`src/rtl/irpipe_pkg.sv`:
```
package irpipe_pkg;
  localparam int MODE_W = 3;

  typedef enum logic [MODE_W-1:0] {
    MODE_UART = 3'd0,
    MODE_SIR  = 3'd1,
    MODE_MIR  = 3'd2,
    MODE_FIR  = 3'd3,
    MODE_ASK  = 3'd4
  } ir_mode_e;

  function automatic logic mode_is_irda(logic [MODE_W-1:0] m);
    return (m == MODE_SIR) || (m == MODE_MIR) || (m == MODE_FIR);
  endfunction

  function automatic logic mode_is_fast(logic [MODE_W-1:0] m);
    return (m == MODE_MIR) || (m == MODE_FIR);
  endfunction
endpackage

```
`src/rtl/irpipe_regs.sv`:
```
module irpipe_regs
  import irpipe_pkg::*;
#(
  parameter int DIV_W = 8
) (
  input  logic              clk,
  input  logic              rst_n,
  input  logic              mode_wr_i,
  input  logic [MODE_W-1:0] mode_wdata_i,
  input  logic              div_wr_i,
  input  logic [DIV_W-1:0]  div_wdata_i,
  input  logic              arm_wr_i,
  input  logic              arm_wdata_i,
  input  logic              switch_i,
  output logic [MODE_W-1:0] pipe_mode_o,
  output logic [DIV_W-1:0]  pipe_div_o,
  output logic              armed_o
);
  logic [MODE_W-1:0] mode_q, mode_d;
  logic [DIV_W-1:0]  div_q, div_d;
  logic              arm_q, arm_d;

  always_comb begin
    mode_d = mode_wr_i ? mode_wdata_i : mode_q;
    div_d  = div_wr_i  ? div_wdata_i  : div_q;
    arm_d  = arm_q;
    if (switch_i) arm_d = 1'b0;
    if (arm_wr_i) arm_d = arm_wdata_i;
  end

  always_ff @(posedge clk or negedge rst_n) begin
    if (!rst_n) begin
      mode_q <= '0;
      div_q  <= '0;
      arm_q  <= 1'b0;
    end else begin
      mode_q <= mode_d;
      div_q  <= div_d;
      arm_q  <= arm_d;
    end
  end

  assign pipe_mode_o = mode_q;
  assign pipe_div_o  = div_q;
  assign armed_o     = arm_q;

  p_arm_clear_r3: assert property (@(posedge clk) disable iff (!rst_n)
    (switch_i && !arm_wr_i) |=> !armed_o);
  p_arm_write_r9: assert property (@(posedge clk) disable iff (!rst_n)
    (arm_wr_i && arm_wdata_i) |=> armed_o);
endmodule

```
`src/rtl/irpipe_trigger.sv`:
```
module irpipe_trigger
  import irpipe_pkg::*;
(
  input  logic              clk,
  input  logic              rst_n,
  input  logic              armed_i,
  input  logic              tx_empty_i,
  input  logic              auto_en_i,
  input  logic              busy_i,
  input  logic [MODE_W-1:0] cur_mode_i,
  input  logic [MODE_W-1:0] pipe_mode_i,
  output logic              switch_o,
  output logic              stretch_o
);
  logic both_irda;

  always_comb begin
    both_irda = mode_is_irda(cur_mode_i) && mode_is_irda(pipe_mode_i);
    switch_o  = armed_i && tx_empty_i && auto_en_i && !busy_i && both_irda;
    stretch_o = mode_is_fast(cur_mode_i) && (pipe_mode_i == MODE_SIR);
  end

  p_no_auto_r4: assert property (@(posedge clk) disable iff (!rst_n)
    !auto_en_i |-> !switch_o);
  p_not_full_r8: assert property (@(posedge clk) disable iff (!rst_n)
    !tx_empty_i |-> !switch_o);
endmodule

```
`src/rtl/irpipe_halt.sv`:
```
module irpipe_halt #(
  parameter int DIV_W     = 8,
  parameter int PRESCALE  = 13,
  parameter int HALT_CLKS = 12500
) (
  input  logic             clk,
  input  logic             rst_n,
  input  logic             load_i,
  input  logic             stretch_i,
  input  logic [DIV_W-1:0] div_i,
  output logic             busy_o
);
  localparam int BITS_PER_CHAR = 10;
  localparam int CHAR_MUL  = BITS_PER_CHAR * PRESCALE;
  localparam int MAX_CHAR  = CHAR_MUL * ((1 << DIV_W) - 1);
  localparam int MAX_LEN   = (MAX_CHAR > HALT_CLKS) ? MAX_CHAR : HALT_CLKS;
  localparam int CNT_W     = $clog2(MAX_LEN + 1);

  logic [CNT_W-1:0] cnt_q, cnt_d;
  logic [CNT_W-1:0] char_clks, base_clks, len;

  always_comb begin
    char_clks = CNT_W'(CHAR_MUL) * CNT_W'(div_i);
    base_clks = CNT_W'(HALT_CLKS);
    len = (stretch_i && (char_clks > base_clks)) ? char_clks : base_clks;
    cnt_d = cnt_q;
    if (load_i)             cnt_d = len - 1'b1;
    else if (cnt_q != '0)   cnt_d = cnt_q - 1'b1;
  end

  always_ff @(posedge clk or negedge rst_n) begin
    if (!rst_n) cnt_q <= '0;
    else        cnt_q <= cnt_d;
  end

  assign busy_o = (cnt_q != '0);

  p_countdown_r6: assert property (@(posedge clk) disable iff (!rst_n)
    (busy_o && !load_i) |=> (cnt_q == $past(cnt_q) - 1'b1));
  p_no_load_busy_r9: assert property (@(posedge clk) disable iff (!rst_n)
    busy_o |-> !load_i);
endmodule

```
`src/rtl/irpipe_switch.sv`:
```
module irpipe_switch
  import irpipe_pkg::*;
#(
  parameter int DIV_W     = 8,
  parameter int PRESCALE  = 13,
  parameter int HALT_CLKS = 12500
) (
  input  logic             clk,
  input  logic             rst_n,
  input  logic             pipe_mode_wr,
  input  logic [2:0]       pipe_mode_wdata,
  input  logic             pipe_div_wr,
  input  logic [DIV_W-1:0] pipe_div_wdata,
  input  logic             arm_wr,
  input  logic             arm_wdata,
  input  logic             tx_empty,
  input  logic [2:0]       cur_mode,
  input  logic [DIV_W-1:0] cur_div,
  input  logic             auto_xcvr_en,
  output logic [2:0]       new_mode,
  output logic [DIV_W-1:0] new_div,
  output logic             apply,
  output logic             tx_halt,
  output logic             armed
);
  logic [MODE_W-1:0] pipe_mode;
  logic [DIV_W-1:0]  pipe_div;
  logic              sw, stretch, busy;

  irpipe_regs #(.DIV_W(DIV_W)) u_regs (
    .clk(clk), .rst_n(rst_n),
    .mode_wr_i(pipe_mode_wr), .mode_wdata_i(pipe_mode_wdata),
    .div_wr_i(pipe_div_wr), .div_wdata_i(pipe_div_wdata),
    .arm_wr_i(arm_wr), .arm_wdata_i(arm_wdata),
    .switch_i(sw),
    .pipe_mode_o(pipe_mode), .pipe_div_o(pipe_div), .armed_o(armed)
  );

  irpipe_trigger u_trig (
    .clk(clk), .rst_n(rst_n),
    .armed_i(armed), .tx_empty_i(tx_empty), .auto_en_i(auto_xcvr_en),
    .busy_i(busy), .cur_mode_i(cur_mode), .pipe_mode_i(pipe_mode),
    .switch_o(sw), .stretch_o(stretch)
  );

  irpipe_halt #(.DIV_W(DIV_W), .PRESCALE(PRESCALE), .HALT_CLKS(HALT_CLKS)) u_halt (
    .clk(clk), .rst_n(rst_n),
    .load_i(sw), .stretch_i(stretch), .div_i(pipe_div),
    .busy_o(busy)
  );

  always_comb begin
    apply    = sw;
    tx_halt  = sw | busy;
    new_mode = sw ? pipe_mode : cur_mode;
    new_div  = sw ? pipe_div  : cur_div;
  end

  p_irda_only_r5: assert property (@(posedge clk) disable iff (!rst_n)
    apply |-> (mode_is_irda(cur_mode) && mode_is_irda(new_mode)));
  p_halt_starts_r6: assert property (@(posedge clk) disable iff (!rst_n)
    apply |=> tx_halt || (HALT_CLKS == 1));
endmodule

```
`config.mk`:
```
export PLATFORM = sky130hd
export DESIGN_NAME = irpipe_switch
export DESIGN_NICKNAME = d
export VERILOG_FILES = /design/src/rtl/irpipe_pkg.sv /design/src/rtl/irpipe_regs.sv /design/src/rtl/irpipe_trigger.sv /design/src/rtl/irpipe_halt.sv /design/src/rtl/irpipe_switch.sv
export SDC_FILE = /design/constraint.sdc
export NUM_CORES = 1
export LEC_CHECK = 0
export ABC_AREA = 1
export BUFFER_PORTS_ARGS = -buffer_cell sky130_fd_sc_hd__buf_4
export CAP_MARGIN = 20
export CORE_MARGIN = 1.5
export CORE_UTILIZATION = 49
export DETAILED_ROUTE_END_ITERATION = 16
export PLACE_DENSITY = 0.87
export SYNTH_ARGS = -nofsm -noshare
export SYNTH_HDL_FRONTEND = slang
export SYNTH_SLANG_ARGS = --single-unit
```
`constraint.sdc`:
```
create_clock -name clk -period 3.3 [get_ports clk]
set_clock_uncertainty 0.15 [all_clocks]
set_input_delay 0.165 -clock clk [delete_from_list [all_inputs] [get_ports clk]]
set_output_delay 0.165 -clock clk [all_outputs]
set_load 0.02 [all_outputs]
```
==> reports/results.tsv, run 1 <==
metric	value	unit
status	finished with violations	
failing checks	setup timing	
register area share after synthesis	35.0	%
post-route ant nets	0	
routed wire length	7370	um
crit-path max FO	6	
Mapped Area	2000	um^2
MaxCap Viol Count	0	
CTS tree	built	
flop-to-flop setup slack	-0.16	ns
post-synthesis cell type count	27	
initial antenna violation count	0	
Crit Path Class	register to register	
drt initial violations	282	
syn_nets	339	
critical path buffer and inverter count	4	
Total Power	0.886	mW
power per cell area	296	nW/um^2
TritonCTS buffer count	3	
crit end category	register	
Pre-antenna DRT Iters	7	
Fin. Hold Viols	0	
Worst path slowest cell	fa_2	
pin count of the biggest net entering global routing	29	
fmax	0.289	GHz
WL/cell	17.1	um
maximum vdd drop	0.217	mV
Worst slew margin	47.6	%
DR vias/cell	5.75	
vias	2478	
total clock sinks	28	
GRT Total Usage	29.6	%
total gr overflow	0	
hold path depth	2	
CTS root buf	clkbuf_8	
fill count	231	
worst r2r path cells	17	
final setup fails	7	
top cell type's share of synthesized area	35.0	%
worst-margin pin slew	0.784	ns
GP Congestion	0.945	
mean area per synthesized cell	6.61	um^2
DIE AREA	4480	um^2
DP HPWL	3990	um
core footprint	3970	um^2
Leak	1.46	nW
FF-to-FF End	u_halt.cnt_q[6]	
min-delay src	pipe_mode_wr	
yosys warns	0	
leading area contributor after synthesis	dfrtp_1	
Clock transition at path regs	0.12	ns
RSZ-0062 raised after global routing	true	
Port Buffers	43	
Slew Limit Fails	0	
global-route wire length before repair	10000	um
ant diodes	0	
Syn Inst Count	303	
area grow syn2layout	49.3	%
Die Y	66.9	um
Starting Density	50.4	%
post-layout worst setup margin	-0.159	ns
io pins	44	
WHS Endpoint	u_regs.pipe_mode_o[2]	
DRC violations left	0	
Startpoint Class	register	
Hold Crit Class	input port to register	
Seq cells post-synth	28	
Die Span X	66.9	um
Arrival @ worst endpoint	3.50	ns
layout cells sized above 1	34.4	%
CP cell instances	ha_4 -> ha_4 -> inv_2 -> fa_2 -> inv_2 -> or2_4 -> nor2_4 -> nand3_2 -> nand2_2 -> nand2_4 -> buf_4 -> nand3_2 -> nand2_2 -> buf_4 -> nor3_4 -> nand2_1 -> a21oi_1	
part of the cycle the worst path needs	105	%
Setup TNS	-0.296	ns
Core Rows	23	
number of global-route vias before repair	2216	
Synth area leaders	dfrtp_1 35%, nand2_1 15%, inv_1 8.6%	
Nets	418	
final core occ	75.3	%
H-tree Lvls	1	
Hold WS	0.00871	ns
Final min period	3.46	ns
CP max stage delay	0.54	ns
worst skew pair latency	0.29	ns
CP top delay family	simple AND/OR/NAND/NOR gates	
clk buf depth	2	
Worst Path Required	3.34	ns
Reg-to-Reg Start	u_regs.pipe_div_o[1]	
-- stage by stage --
stage | setup WS, ns | cells | cell area [um^2]
2_1_floorplan | 0.103 | 303 | 2000
5_1_grt | -0.287 | 431 | 2990
3_3_place_gp | 0.0501 | 397 | 2410
3_5_place_dp | -0.0569 | 397 | 2410
4_1_cts | 0.000577 | 424 | 2750
6_report | -0.159 | 431 | 2990
-- worst max-delay path by stage --
stage | startpoint | to | slack (ns) | cells after the start
finish | u_regs.pipe_div_o[1] | u_halt.cnt_q[6] | -0.16 | 17
floorplan | u_regs.pipe_div_o[1] | u_halt.cnt_q[14] | 0.10 | 20
global route | u_regs.pipe_div_o[1] | u_halt.cnt_q[6] | -0.29 | 17
detailed placement | u_regs.pipe_div_o[1] | u_halt.cnt_q[14] | -0.06 | 19
global placement | u_regs.pipe_div_o[1] | u_halt.cnt_q[14] | 0.05 | 19
CTS | u_regs.pipe_div_o[1] | u_halt.cnt_q[8] | 0.0006 | 19
-- state kept, by name (all words and copies together) (netlist names) --
register / flops
u_halt.cnt_q: 16
u_regs.pipe_div_o: 8
u_regs.pipe_mode_o: 3
u_regs.armed_o: 1
-- power by group --
part           switching, mW  total (mW)  internal [mW]  leakage (nW)
Sequential            0.0153       0.371          0.356         0.301
Combinational          0.119       0.229          0.110          1.12
Clock                  0.123       0.286          0.163        0.0357
-- metal layers --
layer  up-vias  wire [um]  global-route usage [%]
met1      1150       2680                    38.0
li1       1103          -                       -
met5         -          0                       0
met4         0        355                    9.69
met2       184       3640                    51.7
met3        41        686                    2.87
-- repair_timing --
| item | 4_1_cts | 5_1_grt |
|---|---|---|
| endpoints found under the hold margin | 40 | 0 |
| buffers inserted | 4 | 7 |
| hold buffers | 19 | 0 |
| pin swaps | 9 | 30 |
| gates resized for setup | 9 | 56 |
| endpoints found under the setup margin | 8 | 12 |
-- cells in the final DEF, fill, tap and decap left out, types with 2 or more instances in the layout --
cell           instances
nand2_1               65
buf_4                 62
inv_1                 42
dfrtp_1               28
nor2_1                25
nand3_1               22
o21ai_0               20
dlygate4sd3_1         19
nand2_2               16
a21oi_1               11
nor2_4                11
nand3_2                9
inv_2                  8
nor2_2                 6
nand4_1                5
nand2_4                4
nand3b_1               3
xor2_1                 3
ha_4                   3
clkbuf_8               3
a21oi_2                2
ha_1                   2
-- logic make-up after synthesis --
group	share of synthesized area [%]
AOI/OAI and AO/OA	8.87
muxes	0.562
buffers and inverters	11.6
and+or+nand+nor	38.5
xor gates and xnor gates	1.31
adders and majority gates	4.12
DFF	35.0
-- synthesized netlist by cell type --
cell	count
a21oi_1	13
buf_6	2
clkbuf_1	5
clkinv_1	1
dfrtp_1	28
fa_1	1
ha_1	5
inv_1	46
inv_2	4
mux2_2	1
nand2_1	81
nand2_2	4
nand3_1	29
nand3_2	3
nand3b_1	3
nand4_1	5
nor2_1	37
nor2_2	3
nor2_4	2
nor3_1	1
nor3_2	1
o21a_1	1
o21ai_0	21
or2_0	1
or2_1	1
or2_2	1
xor2_1	3
-- worst reg2reg max path: stages, from the launching register on --
cell     delay (ns)
dfrtp_1        0.43
ha_4           0.30
ha_4           0.14
inv_2          0.06
fa_2           0.54
inv_2          0.05
or2_4          0.24
nor2_4         0.11
nand3_2        0.10
nand2_2        0.11
nand2_4        0.07
buf_4          0.15
nand3_2        0.06
nand2_2        0.11
buf_4          0.16
nor3_4         0.22
nand2_1        0.10
a21oi_1        0.27
-- cell type report --
type	instances	area, um^2	share of cell area [%]
inverter	51	191	6.40
multi-input combinational	217	1310	43.8
timing repair buffer	81	656	21.9
tap	50	62.6	2.09
clock inverter	1	30.0	1.00
sequential	28	701	23.4
clock buffer	3	41.3	1.38
Note: power is estimated with default switching activity, not from simulation.
==> run 2, diff against run 1 <==
--- a/config.mk
+++ b/config.mk
@@ -8,6 +8,7 @@
 export ABC_AREA = 1
 export BUFFER_PORTS_ARGS = -buffer_cell sky130_fd_sc_hd__buf_4
 export CAP_MARGIN = 20
+export CORE_ASPECT_RATIO = 1.4
 export CORE_MARGIN = 1.5
 export CORE_UTILIZATION = 49
 export DETAILED_ROUTE_END_ITERATION = 16
==> run 2 against run 1 <==
- combinational power shrank 9.2%
- the flow still finishes with violations (setup timing)
- critical path type unchanged
- clock-buffer cell count is the same
- design area shrank 2.0%
- sequential cell count is the same
- critical endpoint is now u_halt.cnt_q[8]
==> reports/results.tsv, run 2 (synthesis results as in run 1) <==
metric	value	unit
status	finished with violations	
failing checks	setup timing	
GRT Total Usage	28.9	%
io pins	44	
Nets	417	
worst skew pair latency	0.29	ns
Die Y	78.7	um
WL met2	3540	um
min-delay src	pipe_mode_wr	
DR vias/cell	5.60	
most common cell after layout, fill and taps aside	nand2_1	
routed wl met3	381	um
part of the cycle the worst path needs	102	%
worst-margin pin slew	0.406	ns
routed wire length	6730	um
ant diodes	0	
Worst slew margin	72.9	%
core footprint	3920	um^2
post-layout worst setup margin	-0.0581	ns
Startpoint Class	register	
pin count of the biggest net entering global routing	29	
CTS tree	built	
initial antenna violation count	0	
area grow syn2layout	46.3	%
H-tree Lvls	1	
fmax	0.298	GHz
top routing layer in use	met4	
cell count after placement	390	
Non-Filler Instances	423	
layout cells sized above 1	32.9	%
met1 wire length	2470	um
clk buf depth	2	
crit end category	register	
post-route ant nets	0	
WL/cell	15.9	um
max reg flops	16	
drt initial violations	193	
MaxCap Viol Count	0	
total clock sinks	28	
number of global-route vias before repair	2341	
power per cell area	294	nW/um^2
Leak	1.45	nW
Reg-to-Reg Start	u_regs.pipe_div_o[1]	
total gr overflow	0	
Fin. Hold Viols	0	
DP Area	2400	um^2
commonest cells after routing, fill and taps aside	68 x nand2_1, 62 x buf_4, 40 x inv_1	
Slew Limit Fails	0	
CTS root buf	clkbuf_8	
global-route wire length before repair	10200	um
worst r2r path cells	19	
Crit Path Class	register to register	
Core Rows	27	
maximum vdd drop	0.248	mV
Port Buffers	43	
CP endpoint	u_halt.cnt_q[8]	
fill count	249	
vias	2369	
RSZ-0062 raised after global routing	true	
final setup fails	5	
Clock transition at path regs	0.11	ns
Starting Density	51.1	%
Arrival @ worst endpoint	3.43	ns
Die Span X	57.0	um
crit-path max FO	6	
Final min period	3.36	ns
Worst Path Required	3.37	ns
GP Congestion	0.925	
Final Cell Area	2930	um^2
TritonCTS buffer count	3	
Largest Register	u_halt.cnt_q	
flop-to-flop setup slack	-0.06	ns
DRC violations left	0	
Pre-antenna DRT Iters	4	
Hold Crit Class	input port to register	
DIE AREA	4490	um^2
FF-to-FF End	u_halt.cnt_q[8]	
DP HPWL	4140	um
final core occ	74.8	%
Critical path origin	u_regs.pipe_div_o[1]	
## run 2: cell types whose count changed in the layout (fill, tap and decap cells not counted), sizes merged
cell,change
buf,+1
dlygate4sd3,-2
## run 2: worst min-delay path by stage
stage,slack (ns),depth (start not counted),to
2_1_floorplan,-0.28,0,u_halt.cnt_q[0]
3_5_place_dp,-0.04,1,u_regs.pipe_mode_o[2]
6_report,0.01,2,u_regs.pipe_mode_o[2]
4_1_cts,0.02,2,u_regs.pipe_mode_o[2]
5_1_grt,0.005,2,u_regs.pipe_mode_o[2]
3_3_place_gp,-0.05,1,u_regs.pipe_mode_o[2]
## run 2: what timing repair did
item                                    4_1_cts  5_1_grt
resized for setup                            11       46
gates cloned                                  0        0
endpoints found under the hold margin        40        0
setup buffers                                 4        8
endpoints found under the setup margin        9       12
hold buffers                                 17        0
pin swaps                                     9       35
## run 2: area by class of cell
cell class              count  area [um^2]  area share (%)
multi-input cells         217         1270            43.2
flip-flops and latches     28          701            23.9
repair buffers             80          647            22.1
inverters                  51          191            6.53
well taps                  43         53.8            1.84
clock buffers               3         41.3            1.41
clock inverters             1         30.0            1.02
## run 2: metal layers
metal	vias up	GRT usage (%)
met5	-	0
met4	0	15.1
met3	35	2.47
met2	144	52.9
met1	1095	32.5
li1	1095	-
## run 2: metrics by stage
stage	power [mW]	hold slack, ns	setup WS [ns]	setup TNS (ns)
final	0.860	0.0106	-0.0581	-0.0948
after detailed placement	0.530	-0.0411	-0.0716	-0.205
after CTS	0.828	0.0157	-0.00588	-0.00826
after floorplan	0.456	-0.281	0.103	0
after global routing	0.890	0.00469	-0.199	-1.20
after global placement	0.526	-0.0455	0.0337	0
## run 2: report_power, final
part	internal (mW)	switching (mW)
Sequential	0.356	0.0150
Clock	0.163	0.119
Combinational	0.101	0.106
Total	0.620	0.240
## run 2: critical path, cell delays in order, from the launching register on
cell and delay, ns:
dfrtp_1 0.42, ha_1 0.30, ha_2 0.19, inv_2 0.04
fa_2 0.53, inv_2 0.04, or2_4 0.22, nor2_2 0.10
nand3_1 0.10, nand2_2 0.11, nand2_4 0.08, nand3_2 0.08
nand2_2 0.06, inv_2 0.08, ha_4 0.14, nand2_4 0.07
nor2_4 0.09, nand3_2 0.10, or2_0 0.22, a21oi_1 0.15
==> run 3, diff against run 2 <==
--- a/config.mk
+++ b/config.mk
@@ -10,9 +10,10 @@
 export CAP_MARGIN = 20
 export CORE_ASPECT_RATIO = 1.4
 export CORE_MARGIN = 1.5
-export CORE_UTILIZATION = 49
+export CORE_UTILIZATION = 50
 export DETAILED_ROUTE_END_ITERATION = 16
-export PLACE_DENSITY = 0.87
+export PLACE_DENSITY = 0.88
 export SYNTH_ARGS = -nofsm -noshare
 export SYNTH_HDL_FRONTEND = slang
+export SYNTH_HIERARCHICAL = 1
 export SYNTH_SLANG_ARGS = --single-unit
==> run 3 against run 2 <==
- the flow still finishes with violations (setup timing)
- sequential power up 1%
- combinational power down 2%
- clock-buffer cell count up 1
- sequential cell count unchanged
- largest power group unchanged
- highest routed layer unchanged
- core utilization down 1.8 points
- critical path depth down 1
- clock power down 21%
- synthesized area up 8.3%
- synthesized cell count up 12%
==> reports/results.tsv, run 3 <==
metric	value	unit
status	finished with violations	
failing checks	setup timing	
CP cell instances	ha_4 -> ha_4 -> inv_1 -> fa_2 -> inv_1 -> or2_2 -> nor2_2 -> nand3_1 -> nand2_1 -> nand2_2 -> buf_4 -> nand3_2 -> nand2_2 -> inv_2 -> nand3_2 -> nor2_4 -> nand3_1 -> a21oi_2	
Total Power	0.800	mW
Syn Inst Count	338	
GRT busiest layer	met2	
syn_nets	374	
register area share after synthesis	32.3	%
DP HPWL	4190	um
Main synth FF type	dfrtp_1	
io pins	44	
WL/cell	15.1	um
Post-synth EDFFs	0	
final setup fails	1	
maximum vdd drop	0.129	mV
Die Y	80.9	um
number of global-route vias before repair	2316	
leading area contributor after synthesis	dfrtp_1	
Die Span X	58.7	um
cell count after placement	431	
MaxCap Viol Count	0	
post-synthesis cell type count	29	
ant diodes	0	
Final min period	3.33	ns
total clock sinks	28	
Nets	454	
area grow syn2layout	41.4	%
CTS root buf	clkbuf_8	
Starting Density	51.6	%
crit-path max FO	4	
DIE AREA	4750	um^2
part of the cycle the worst path needs	101	%
worst-margin pin slew	0.362	ns
Fin. Hold Viols	0	
CP max stage delay	0.52	ns
Post-synth top cells	120 x nand2_1, 53 x inv_1, 33 x nand3_1, 31 x nor2_1, 28 x dfrtp_1	
yosys warns	6	
layout cells sized above 1	30.0	%
initial antenna violation count	0	
Clock transition at path regs	0.10	ns
Worst Path Required	3.37	ns
clk buf depth	2	
Setup TNS	-0.0275	ns
Port Buffers	43	
max reg flops	16	
Arrival @ worst endpoint	3.39	ns
Seq cells post-synth	28	
Slew Limit Fails	0	
post-route ant nets	0	
Leak	1.67	nW
GP Congestion	0.919	
mean area per synthesized cell	6.42	um^2
Worst path slowest cell	fa_2	
core footprint	4200	um^2
hold path depth	2	
Core Rows	28	
power per cell area	261	nW/um^2
DRC violations left	0	
most frequently used cell type in the post-synthesis netlist	nand2_1	
Crit Path Class	register to register	
fmax	0.301	GHz
global-route wire length before repair	9720	um
GRT Total Usage	26.3	%
Worst slew margin	75.9	%
crit end category	register	
worst r2r path cells	18	
commonest cells after routing, fill and taps aside	110 x nand2_1, 61 x buf_4, 48 x inv_1	
drt initial violations	174	
CTS tree	built	
Place WS	0.0170	ns
worst skew pair latency	0.28	ns
Hold Crit Class	input port to register	
RSZ-0062 raised after global routing	true	
total gr overflow	0	
Largest Register	u_halt/cnt_q	
Synth area leaders	dfrtp_1 32%, nand2_1 21%, inv_1 9.2%	
pin count of the biggest net entering global routing	29	
Pre-antenna DRT Iters	5	
routed wire length	6990	um
Mapped Area	2170	um^2
TritonCTS buffer count	3	
post-layout worst setup margin	-0.0275	ns
most common cell after layout, fill and taps aside	nand2_1	
final core occ	73.0	%
DR vias/cell	5.43	
H-tree Lvls	1	
Startpoint Class	register	
top cell type's share of synthesized area	32.3	%
Non-Filler Instances	462	
met1 Usage GRT	25.6	%
vias	2509	
M2 GR Usage	52.5	%
asr flop ratio synth	100	%
M3 GR Usage	3.03	%
[run 3: repair_timing]
item	in CTS	in global routing
hold buffers	20	0
setup buffers	0	6
resized for setup	1	44
pin swaps	0	17
hold endpoints to repair	40	0
gates cloned	0	1
setup endpoints to repair	1	14
[run 3: report_power, final]
part / internal [mW] / total (mW) / switching [mW]
Sequential: 0.356 / 0.375 / 0.0186
Clock: 0.107 / 0.222 / 0.114
Combinational: 0.0988 / 0.204 / 0.106
[run 3: cell families (layout without fill, tap and decap cells)]
| kind of cell | count (synthesis) | in the layout | synth area share, % |
|---|---|---|---|
| simple gates | 213 | 214 | 44.7 |
| buf+inv | 63 | 141 | 12.2 |
| flops | 28 | 28 | 32.3 |
| compound gates | 26 | 26 | 6.23 |
| fa+ha+maj | 6 | 6 | 3.81 |
| xor+xnor | 2 | 2 | 0.808 |
[run 3: layer usage]
metal	share of wire [%]	up-vias
li1	-	1204
met1	38	1147
met2	53	122
met3	4.2	36
met4	5.0	0
met5	0	-
[run 3: path summary, 6_finish.rpt]
check                                      from                    end  slack, ns
max in group asynchronous                 rst_n  u_regs/pipe_mode_o[1]       2.55
hold / removal                      pipe_div_wr   u_regs/pipe_div_o[0]       0.04
setup / recovery           u_regs/pipe_div_o[1]       u_halt/cnt_q[10]      -0.03
setup reg to reg           u_regs/pipe_div_o[1]       u_halt/cnt_q[10]      -0.03
hold reg to reg                u_halt/cnt_q[14]       u_halt/cnt_q[14]       0.52
min in group asynchronous                 rst_n        u_halt/cnt_q[3]       0.17
[run 3: critical path, delay by kind of cell (launching register included)]
kind                       cells  cell delay, ns
AOI/OAI and AO/OA              1            0.15
buffers and inverters          4            0.34
and+or+nand+nor               10            1.23
adders and majority gates      3            0.96
DFF                            1            0.43
[run 3: layout make-up]
type                    count  area (um^2)
fillers                   270         1140
flip-flops and latches     28          701
well taps                  45         56.3
repair buffers             81          658
inverters                  56          210
multi-input cells         248         1390
clock buffers               4         55.1
[run 3: per-stage QoR]
step                hold slack, ns  instance area (um^2)
global route                0.0528                  3070
detailed placement         -0.0438                  2590
global placement           -0.0538                  2590
CTS                         0.0246                  2850
finish                      0.0359                  3070
floorplan                   -0.281                  2170
